===== src/rtl/chop_pkg.sv =====
`timescale 1ns/1ps
package chop_pkg;

    localparam int NLEG       = 2;
    localparam int FAST_NUM   = 5;   // fast share = 5/16 of the off-time
    localparam int FAST_SHIFT = 4;

    typedef enum logic [1:0] {
        ST_IDLE = 2'd0,
        ST_ON   = 2'd1,
        ST_FAST = 2'd2,
        ST_SLOW = 2'd3
    } chop_st_e;

    typedef struct packed {
        logic hi;
        logic lo;
    } leg_t;

    // index 0 = leg A, index 1 = leg B
    typedef leg_t [NLEG-1:0] bridge_t;

    function automatic logic [31:0] fast_share(input logic [31:0] n);
        return (n * 32'(FAST_NUM)) >> FAST_SHIFT;
    endfunction

endpackage


===== src/rtl/chop_fsm.sv =====
`timescale 1ns/1ps
module chop_fsm
    import chop_pkg::*;
#(
    parameter int OFF_W     = 16,
    parameter int BLANK_CYC = 200
) (
    input  logic             clk,
    input  logic             rst,
    input  logic             en,
    input  logic             trip,
    input  logic             mixed,
    input  logic             pol,
    input  logic             zc,
    input  logic [OFF_W-1:0] off_cycles,
    output bridge_t          req,
    output chop_st_e         st_o,
    output logic             blank_busy
);

    localparam int            BW       = $clog2(BLANK_CYC + 1);
    localparam logic [BW-1:0] BLANK_LD = BW'(BLANK_CYC - 1);

    chop_st_e         st_q, st_d;
    logic [OFF_W-1:0] tmr_q, tmr_d;
    logic [BW-1:0]    blank_q;
    logic             pol_q, zc_q;
    logic [OFF_W-1:0] off_eff, fast_len;
    logic             in_off;

    assign off_eff  = (off_cycles == '0) ? OFF_W'(1) : off_cycles;
    assign fast_len = OFF_W'(fast_share(32'(off_eff)));
    assign in_off   = (st_q == ST_FAST) || (st_q == ST_SLOW);

    always_comb begin
        st_d  = st_q;
        tmr_d = (tmr_q != '0) ? tmr_q - OFF_W'(1) : '0;
        unique case (st_q)
            ST_IDLE: st_d = ST_ON;
            ST_ON: begin
                if (trip && blank_q == '0) begin
                    if (mixed && fast_len != '0) begin
                        st_d  = ST_FAST;
                        tmr_d = fast_len - OFF_W'(1);
                    end else begin
                        st_d  = ST_SLOW;
                        tmr_d = off_eff - OFF_W'(1);
                    end
                end
            end
            ST_FAST: begin
                if (tmr_q == '0) begin
                    st_d  = ST_SLOW;
                    tmr_d = off_eff - fast_len - OFF_W'(1);
                end
            end
            ST_SLOW: begin
                if (tmr_q == '0) st_d = ST_ON;
            end
            default: st_d = ST_IDLE;
        endcase
        if (!en) st_d = ST_IDLE;
    end

    always_ff @(posedge clk) begin
        if (rst) begin
            st_q    <= ST_IDLE;
            tmr_q   <= '0;
            blank_q <= '0;
            pol_q   <= 1'b0;
            zc_q    <= 1'b0;
        end else begin
            st_q  <= st_d;
            tmr_q <= tmr_d;
            if (st_d != st_q)
                blank_q <= BLANK_LD;
            else if (blank_q != '0)
                blank_q <= blank_q - BW'(1);
            if (st_d == ST_ON && st_q != ST_ON)
                pol_q <= pol;
            if (st_d == ST_ON || st_d == ST_IDLE)
                zc_q <= 1'b0;
            else if (zc && in_off)
                zc_q <= 1'b1;
        end
    end

    always_comb begin
        req = '0;
        unique case (st_q)
            ST_ON: begin
                req[0].hi = pol_q;
                req[1].lo = pol_q;
                req[1].hi = !pol_q;
                req[0].lo = !pol_q;
            end
            ST_FAST: begin
                req[1].hi = pol_q;
                req[0].lo = pol_q;
                req[0].hi = !pol_q;
                req[1].lo = !pol_q;
            end
            ST_SLOW: begin
                req[0].lo = 1'b1;
                req[1].lo = 1'b1;
            end
            default: req = '0;
        endcase
        if (zc_q) req = '0;
    end

    assign st_o       = st_q;
    assign blank_busy = (blank_q != '0);

endmodule


===== src/rtl/chop_leg.sv =====
`timescale 1ns/1ps
module chop_leg
    import chop_pkg::*;
#(
    parameter int DEAD_CYC = 95
) (
    input  logic clk,
    input  logic rst,
    input  leg_t req,
    output leg_t drv
);

    localparam int            GW      = $clog2(DEAD_CYC + 1);
    localparam logic [GW-1:0] GAP_MAX = GW'(DEAD_CYC);
    localparam logic [GW-1:0] GAP_OK  = GW'(DEAD_CYC - 1);

    // cycles for which each switch has been open, saturating
    logic [GW-1:0] hi_gap, lo_gap;

    always_ff @(posedge clk) begin
        if (rst) begin
            drv    <= '0;
            hi_gap <= GAP_MAX;
            lo_gap <= GAP_MAX;
        end else begin
            drv.hi <= req.hi && !drv.lo && (lo_gap >= GAP_OK);
            drv.lo <= req.lo && !drv.hi && (hi_gap >= GAP_OK);
            hi_gap <= drv.hi ? '0 : ((hi_gap == GAP_MAX) ? GAP_MAX : hi_gap + GW'(1));
            lo_gap <= drv.lo ? '0 : ((lo_gap == GAP_MAX) ? GAP_MAX : lo_gap + GW'(1));
        end
    end

endmodule


===== src/rtl/chop_ctrl.sv =====
`timescale 1ns/1ps
module chop_ctrl
    import chop_pkg::*;
#(
    parameter int OFF_W     = 16,
    parameter int BLANK_CYC = 200,
    parameter int DEAD_CYC  = 95
) (
    input  logic             clk,
    input  logic             rst,
    input  logic             out_en,
    input  logic             trip,
    input  logic             decay_mixed,
    input  logic             polarity,
    input  logic             zero_cur,
    input  logic [OFF_W-1:0] off_cycles,
    output logic             gate_hi_a,
    output logic             gate_lo_a,
    output logic             gate_hi_b,
    output logic             gate_lo_b
);

    bridge_t  req, drv;
    chop_st_e fsm_st;
    logic     blank_busy;

    chop_fsm #(.OFF_W(OFF_W), .BLANK_CYC(BLANK_CYC)) i_fsm (
        .clk        (clk),
        .rst        (rst),
        .en         (out_en),
        .trip       (trip),
        .mixed      (decay_mixed),
        .pol        (polarity),
        .zc         (zero_cur),
        .off_cycles (off_cycles),
        .req        (req),
        .st_o       (fsm_st),
        .blank_busy (blank_busy)
    );

    for (genvar gi = 0; gi < NLEG; gi++) begin : g_leg
        chop_leg #(.DEAD_CYC(DEAD_CYC)) i_leg (
            .clk (clk),
            .rst (rst),
            .req (req[gi]),
            .drv (drv[gi])
        );
    end

    assign gate_hi_a = drv[0].hi & out_en;
    assign gate_lo_a = drv[0].lo & out_en;
    assign gate_hi_b = drv[1].hi & out_en;
    assign gate_lo_b = drv[1].lo & out_en;

endmodule


===== config.mk =====
export PLATFORM = sky130hd
export DESIGN_NAME = chop_ctrl
export DESIGN_NICKNAME = d
export VERILOG_FILES = /design/src/rtl/chop_pkg.sv /design/src/rtl/chop_fsm.sv /design/src/rtl/chop_leg.sv /design/src/rtl/chop_ctrl.sv
export SDC_FILE = /design/constraint.sdc
export NUM_CORES = 1
export LEC_CHECK = 0
export ABC_CLOCK_PERIOD_IN_PS = 14180
export BUFFER_PORTS_ARGS = -buffer_cell sky130_fd_sc_hd__buf_2
export CORE_AREA = 2 2 144 146
export DETAILED_ROUTE_END_ITERATION = 12
export DIE_AREA = 0 0 146 148
export PLACE_DENSITY = 0.4
export RECOVER_POWER = 50
export REMOVE_ABC_BUFFERS = 1
export SYNTH_ARGS = -nofsm -noshare
export SYNTH_HDL_FRONTEND = slang
export SYNTH_SLANG_ARGS = --single-unit

===== constraint.sdc =====
create_clock -name clk -period 14.18 [get_ports clk]
set_input_delay 4.254 -clock clk [delete_from_list [all_inputs] [get_ports clk]]
set_output_delay 4.254 -clock clk [all_outputs]
set_load 0.02 [all_outputs]

Word-level counts from Yosys, hierarchy flattened. Index checks and enable logic that the tools add are counted.

Word-level logic and storage cells: 108. Memory bits (read-only): 0. Bits in writable memories: 0. Register bits: 60. Bits in latches: 0. Output and inout port bits: 4. Memories kept: 0. Input port bits: 23.

Muxes and demuxes: 27. Shift operators: 0. Multipliers: 1. Add/sub/neg operators: 10. Equality and inequality tests: 10. $lt $le $gt $ge: 4. Divide/modulo/power cells: 0. Reduce and logical (&&, ||, !) cells: 34. Bitwise operators: 4.

Operators by type and width (number): 16-bit two-way mux (5); 7-bit two-way mux (8); 16-bit by 1-bit subtractor with 16-bit output (second input constant) (3); 16-bit logical NOT (2); 16-bit case mux with 2 select lines (1); 16-bit nonzero test (2); 7-bit by 1-bit adder with 7-bit output (second input constant) (4); 7-bit equality test (second input constant) (4); 7-bit >= comparator (second input constant) (4); 16-bit by 3-bit multiplier with 19-bit output (second input constant) (1); 8-bit two-way mux (2); 15-bit by 1-bit subtractor with 16-bit output (second input constant) (1); 16-bit by 15-bit subtractor with 16-bit output (1); 1-bit logical AND (12); 3-bit OR reduction (4); 8-bit logical NOT (1); 2-bit two-way mux (4); 2-bit case mux with 4 select lines (1); 8-bit nonzero test (1); 8-bit by 1-bit subtractor with 8-bit output (second input constant) (1); 1-bit case mux with 3 select lines (2); 1-bit logical NOT (5); 1-bit bitwise AND (4); 2-bit by 1-bit equality test with 1-bit output (second input constant) (2); 10 further kinds (15).

Longest topological paths before layout.
Depth after elaboration: 12. Gate-level depth with buffers: 21. Mapped depth without buffers: 19.

Hierarchy. A second synthesis with hierarchy kept.

Cells, all modules: 857. Area total of the unflattened synthesis: 6434.9 µm².

Modules (own cells, without submodules): chop_fsm (times used 1, cells each 677, sequential area each 560.5 µm², area an instance 4808.4 µm²); chop_leg (times used 2, cells each 88, sequential area each 320.3 µm², area an instance 800.8 µm²); chop_ctrl (times used 1, cells each 4, sequential area each 0.0 µm², area an instance 25.0 µm²).

Least setup slack after synthesis. No wires, ideal clock.

Path kind: input port to flip-flop. From: input off_cycles[4]. To: register i_fsm.tmr_q[14]. Path buffers: 2. Cell stages on the path: 20. Slack: 5.262 ns. Setup time: 0.122 ns. Data required time: 14.058 ns. Arrival: 8.796 ns. Cells stage by stage: clkbuf_1 -> ha_1 -> fa_1 -> a21o_1 -> a221o_1 -> a2111o_1 -> o211ai_2 -> nand4b_1 -> a2111o_1 -> nand2_1 -> buf_2 -> nor2_1 -> a21oi_1 -> ha_1 -> nand4_1 -> nor4_1 -> o2111ai_1 -> xnor2_1 -> o22ai_1 -> a221o_1.

Cells in the longest elaborated chain, start to end: 8. Elaborated cells between the ends (all ways): 13. Those cells by class: add/sub (4); mul (1); mux (5); reduce/logical (3).

RTL lines: start, declared (line chop_ctrl.sv:16) `input logic [OFF_W-1:0] off_cycles,`; 16-bit logical NOT (line chop_fsm.sv:31) `assign off_eff = (off_cycles == '0) ? OFF_W'(1) : off_cycles;`; 16-bit two-way mux (*) (line chop_fsm.sv:31); branches (longest 5 deep; another with 16-bit by 3-bit multiplier with 19-bit output); 16-bit case mux with 2 select lines (*) (line chop_fsm.sv:38) `unique case (st_q)`; end signal, assigned (line chop_fsm.sv:74) `tmr_q <= tmr_d;`; end, declared (line chop_fsm.sv:25) `logic [OFF_W-1:0] tmr_q, tmr_d;`.

Every way passes the cells marked *. A chain may end at the register's enable or synchronous reset.

Final worst setup path.
From: input off_cycles[4]. To: register i_fsm.tmr_q[8].

The elaborated chain is that of the path after synthesis.

==> flow_metrics.py <==
metrics = {
    "run_status": {
        "status": "complete, but fails checks",
        "violations": "capacitance limit, slew limit",
    },
    "sta": {
        "tns_ps": 0,
        "max_freq_mhz": 104,
        "finClkSkew_ps": 10.2,
        "setup_violations": 0,
        "rsz0062_at_grt": "no",
        "finalCriticalPeriod_ps": 9590,
        "min_period_over_period": 0.676,
        "worst_pin_slew_ps": 2080,
        "drv_slew": 38,
        "slew_headroom": -0.386,
        "hold_violations": 0,
    },
    "run": {
        "maxCapViolations": 1,
    },
    "detailed_routing": {
        "viasPerCell": 5.44,
        "ant_nets": 0,
        "wire_per_inst_um": 17.6,
        "totalWireLength_um": 18400,
        "drc": 0,
        "drtPass1Iterations": 4,
        "vias": 5702,
        "drtIter0Drc": 271,
    },
    "placed_design": {
        "gp_congestion": 0.835,
        "port_buffers": 26,
        "placed_cells": 1033,
        "dp_hpwl_um": 14300,
    },
    "critical_path": {
        "required_ps": 14290,
        "crit_path_end_kind": "flip-flop",
        "critPathArrivalTime_ps": 9700,
        "crit_fanout": 16,
        "crit_path_max_incr_delay_ps": 500,
        "r2r_start": "i_fsm.blank_q[0]",
        "rrSetupSlack_ps": 10710,
        "timing.rr.end": "i_fsm.blank_q[1]",
        "path_delay_family": "compound AO/OA/AOI/OAI gates",
        "cp-start-kind": "primary input",
        "cp_num_buf_inv": 1,
        "cp_cell_sequence": "buf_2 -> ha_1 -> fa_1 -> a21o_1 -> a221oi_1 -> o21ai_0 -> xnor2_1 -> nand4b_1 -> a2111o_1 -> nand2_1 -> mux2i_1 -> ha_1 -> nand4_1 -> nor4_1 -> or2_1 -> a21oi_1 -> o21ai_0 -> a21oi_1",
        "reg2reg_depth": 12,
        "critical_path.slowest_cell": "nand2_1",
        "critPathKind": "in -> reg",
    },
    "hold_path": {
        "min_path_cells": 1,
        "hp-start": "g_leg[1].i_leg.drv[0]",
        "holdPathEnd": "g_leg[1].i_leg.lo_gap[5]",
        "hp-class": "reg -> reg",
    },
    "clock_network": {
        "insertion_delay_ps": 340,
        "path_clk_slew_ps": 60,
        "cts_buffers": 9,
        "cts_root_buf": "clkbuf_16",
        "hold_buffers": 0,
        "post_cts_resized": 0,
        "post-cts-setup-buffers": 0,
        "cts-htree-levels": 3,
        "clock-sinks": 60,
        "cts_tree": "yes",
        "clock_path_buffers": 2,
    },
    "global_routing": {
        "gr-usage-met3": 0.0241,
        "grt_pass1_vias": 5737,
        "met2_usage": 0.294,
        "grt_usage": 0.174,
        "antenna_found_initial": 1,
        "grt_start_max_net_pins": 38,
        "grt_pass1_wl_um": 30400,
        "busiest_layer": "met2",
        "gr-total-overflow": 0,
        "grt_util_met1": 0.231,
    },
    "die": {
        "die_x_um": 146,
        "initial_utilization": 0.294,
        "die_y_um": 148,
        "dieArea_sq_mm": 0.0216,
        "row_count": 52,
        "core_area_sq_mm": 0.0200,
        "ios": 27,
    },
    "synthesis": {
        "synth_top_flop_cell": "dfxtp_1",
        "synth_edf_count": 0,
        "async_reset_ff_frac": 0,
        "synthesis.area_sq_mm": 0.00589,
        "yosys.cell_types.count": 78,
        "yosysSeqAreaShare": 0.204,
        "avgSynthCellArea_sq_um": 7.59,
        "ys_ff_latch": 60,
        "yosys_warnings": 0,
        "synthCells": 776,
    },
    "pwr": {
        "p_leak_uw": 0.00258,
        "p_seq_frac": 0.236,
        "comb_power_share": 0.579,
        "total_power_uw": 1190,
        "peakVddDrop_uv": 64.6,
        "internal_power_uw": 643,
        "switchingPower_uw": 544,
        "switching_share": 0.458,
        "pwr-share-clk": 0.185,
        "power-per-cell-area_mw_per_mm2": 183,
    },
    "final_layout": {
        "layout.nets": 847,
        "final_common_cell": "a21oi_1",
        "mostFrequentLayoutCells": "a21oi_1 (77), nand2_1 (73), dfxtp_1 (60), nor2_1 (54), ha_1 (48)",
        "num_antenna_cells": 0,
        "drive_above_1_share": 0.0937,
        "final_cells": 1049,
        "area.growth.synth_to_final_pct": 10.1,
    },
}
-- cell usage after synthesis (4+ instances only) --
| master | instances | area, sq um |
|---|---|---|
| a21oi_1 | 77 | 385 |
| nand2_1 | 73 | 274 |
| dfxtp_1 | 60 | 1200 |
| nor2_1 | 54 | 203 |
| ha_1 | 48 | 601 |
| xnor2_1 | 40 | 350 |
| o21ai_0 | 39 | 195 |
| clkbuf_1 | 33 | 124 |
| inv_1 | 32 | 120 |
| xor2_1 | 26 | 228 |
| nand3_1 | 24 | 120 |
| nor3_1 | 22 | 110 |
| and2_1 | 21 | 131 |
| a31oi_1 | 20 | 125 |
| or2_2 | 12 | 75.1 |
| and3_1 | 11 | 68.8 |
| mux2i_1 | 10 | 100 |
| nor2b_1 | 10 | 62.6 |
| nor4_1 | 9 | 56.3 |
| o31ai_1 | 9 | 67.6 |
| a21o_1 | 6 | 45.0 |
| a22oi_1 | 6 | 45.0 |
| nand2b_1 | 6 | 37.5 |
| or3_1 | 6 | 37.5 |
| a211oi_1 | 5 | 37.5 |
| a221oi_1 | 5 | 43.8 |
| nand4b_1 | 5 | 43.8 |
| nor3b_1 | 5 | 37.5 |
| o21a_1 | 5 | 37.5 |
| o22ai_1 | 5 | 31.3 |
| a2111oi_0 | 4 | 35.0 |
| a221o_1 | 4 | 40.0 |
| mux2_2 | 4 | 45.0 |
| nand3b_1 | 4 | 30.0 |
| o2111ai_1 | 4 | 35.0 |
-- power by group through the flow --
| stage | registers, uW | logic (uW) | clock network (uW) |
|---|---|---|---|
| 2_1_floorplan | 269 | 527 | 0 |
| 3_3_place_gp | 281 | 677 | 0 |
| 3_5_place_dp | 283 | 677 | 0 |
| 4_1_cts | 280 | 683 | 228 |
| 5_1_grt | 290 | 771 | 236 |
| 6_report | 280 | 687 | 220 |
-- per-layer routing --
layer | vias to the layer above | wire [um]
li1 | 2837 | -
met1 | 2738 | 9030
met2 | 105 | 8520
met3 | 22 | 513
met4 | 0 | 384
met5 | - | 0
-- cell families after synthesis --
kind of cell             synth area share
AND/OR/NAND/NOR                     0.247
AO/OA/AOI/OAI                       0.259
buffers and inverters              0.0488
XOR/XNOR                            0.101
flip-flops                          0.204
adder cells (fa/ha/maj)             0.112
multiplexers                       0.0284
-- area by class of cell --
type	instances	area, sq um
fillers	2238	13500
multi-input cells	644	4400
flip-flops and latches	60	1200
well taps	270	338
clock buffers	10	229
repair buffers	27	134
inverters	32	120
clock inverters	6	63.8
-- metrics by stage --
stage | setup slack (ps) | hold WS, ps | utilization | cell area (sq um)
floorplan | 5340 | 421 | - | 5730
global placement | 4330 | 453 | 0.309 | 6200
detailed placement | 4270 | 463 | 0.309 | 6200
CTS | 4610 | 477 | 0.324 | 6490
global route | 3970 | 495 | 0.324 | 6490
finish | 4590 | 472 | 0.324 | 6490
-- worst register-to-register path, stage by stage (launching register included) --
cell and delay [ps]:
dfxtp_1 310, inv_1 100, ha_1 180, nand2_1 80, or2_2 310, nor2b_1 500, and2_1 450, nand2_1 250
a21oi_1 210, o21ai_0 170, xnor2_1 260, nor2_1 330, a21oi_1 120
-- worst max path at each step --
stage | from | to | slack [ps] | depth (start not counted)
global route | off_cycles[3] | i_fsm.tmr_q[8] | 3970 | 19
CTS | off_cycles[4] | i_fsm.tmr_q[14] | 4610 | 18
finish | off_cycles[4] | i_fsm.tmr_q[8] | 4590 | 18
floorplan | off_cycles[4] | i_fsm.tmr_q[14] | 5340 | 17
global placement | off_cycles[1] | i_fsm.tmr_q[14] | 4330 | 19
detailed placement | off_cycles[4] | i_fsm.tmr_q[14] | 4270 | 18
-- sequential cells by signal (all words and copies together), names as in the netlist --
name,flops
g_leg.i_leg.lo_gap,14
i_fsm.st_o,2
i_fsm.tmr_q,16
i_fsm.pol_q,1
i_fsm.blank_q,8
g_leg.i_leg.hi_gap,14
i_fsm.zc_q,1
g_leg.i_leg.drv,4
Power figures use the tool's default switching activity.
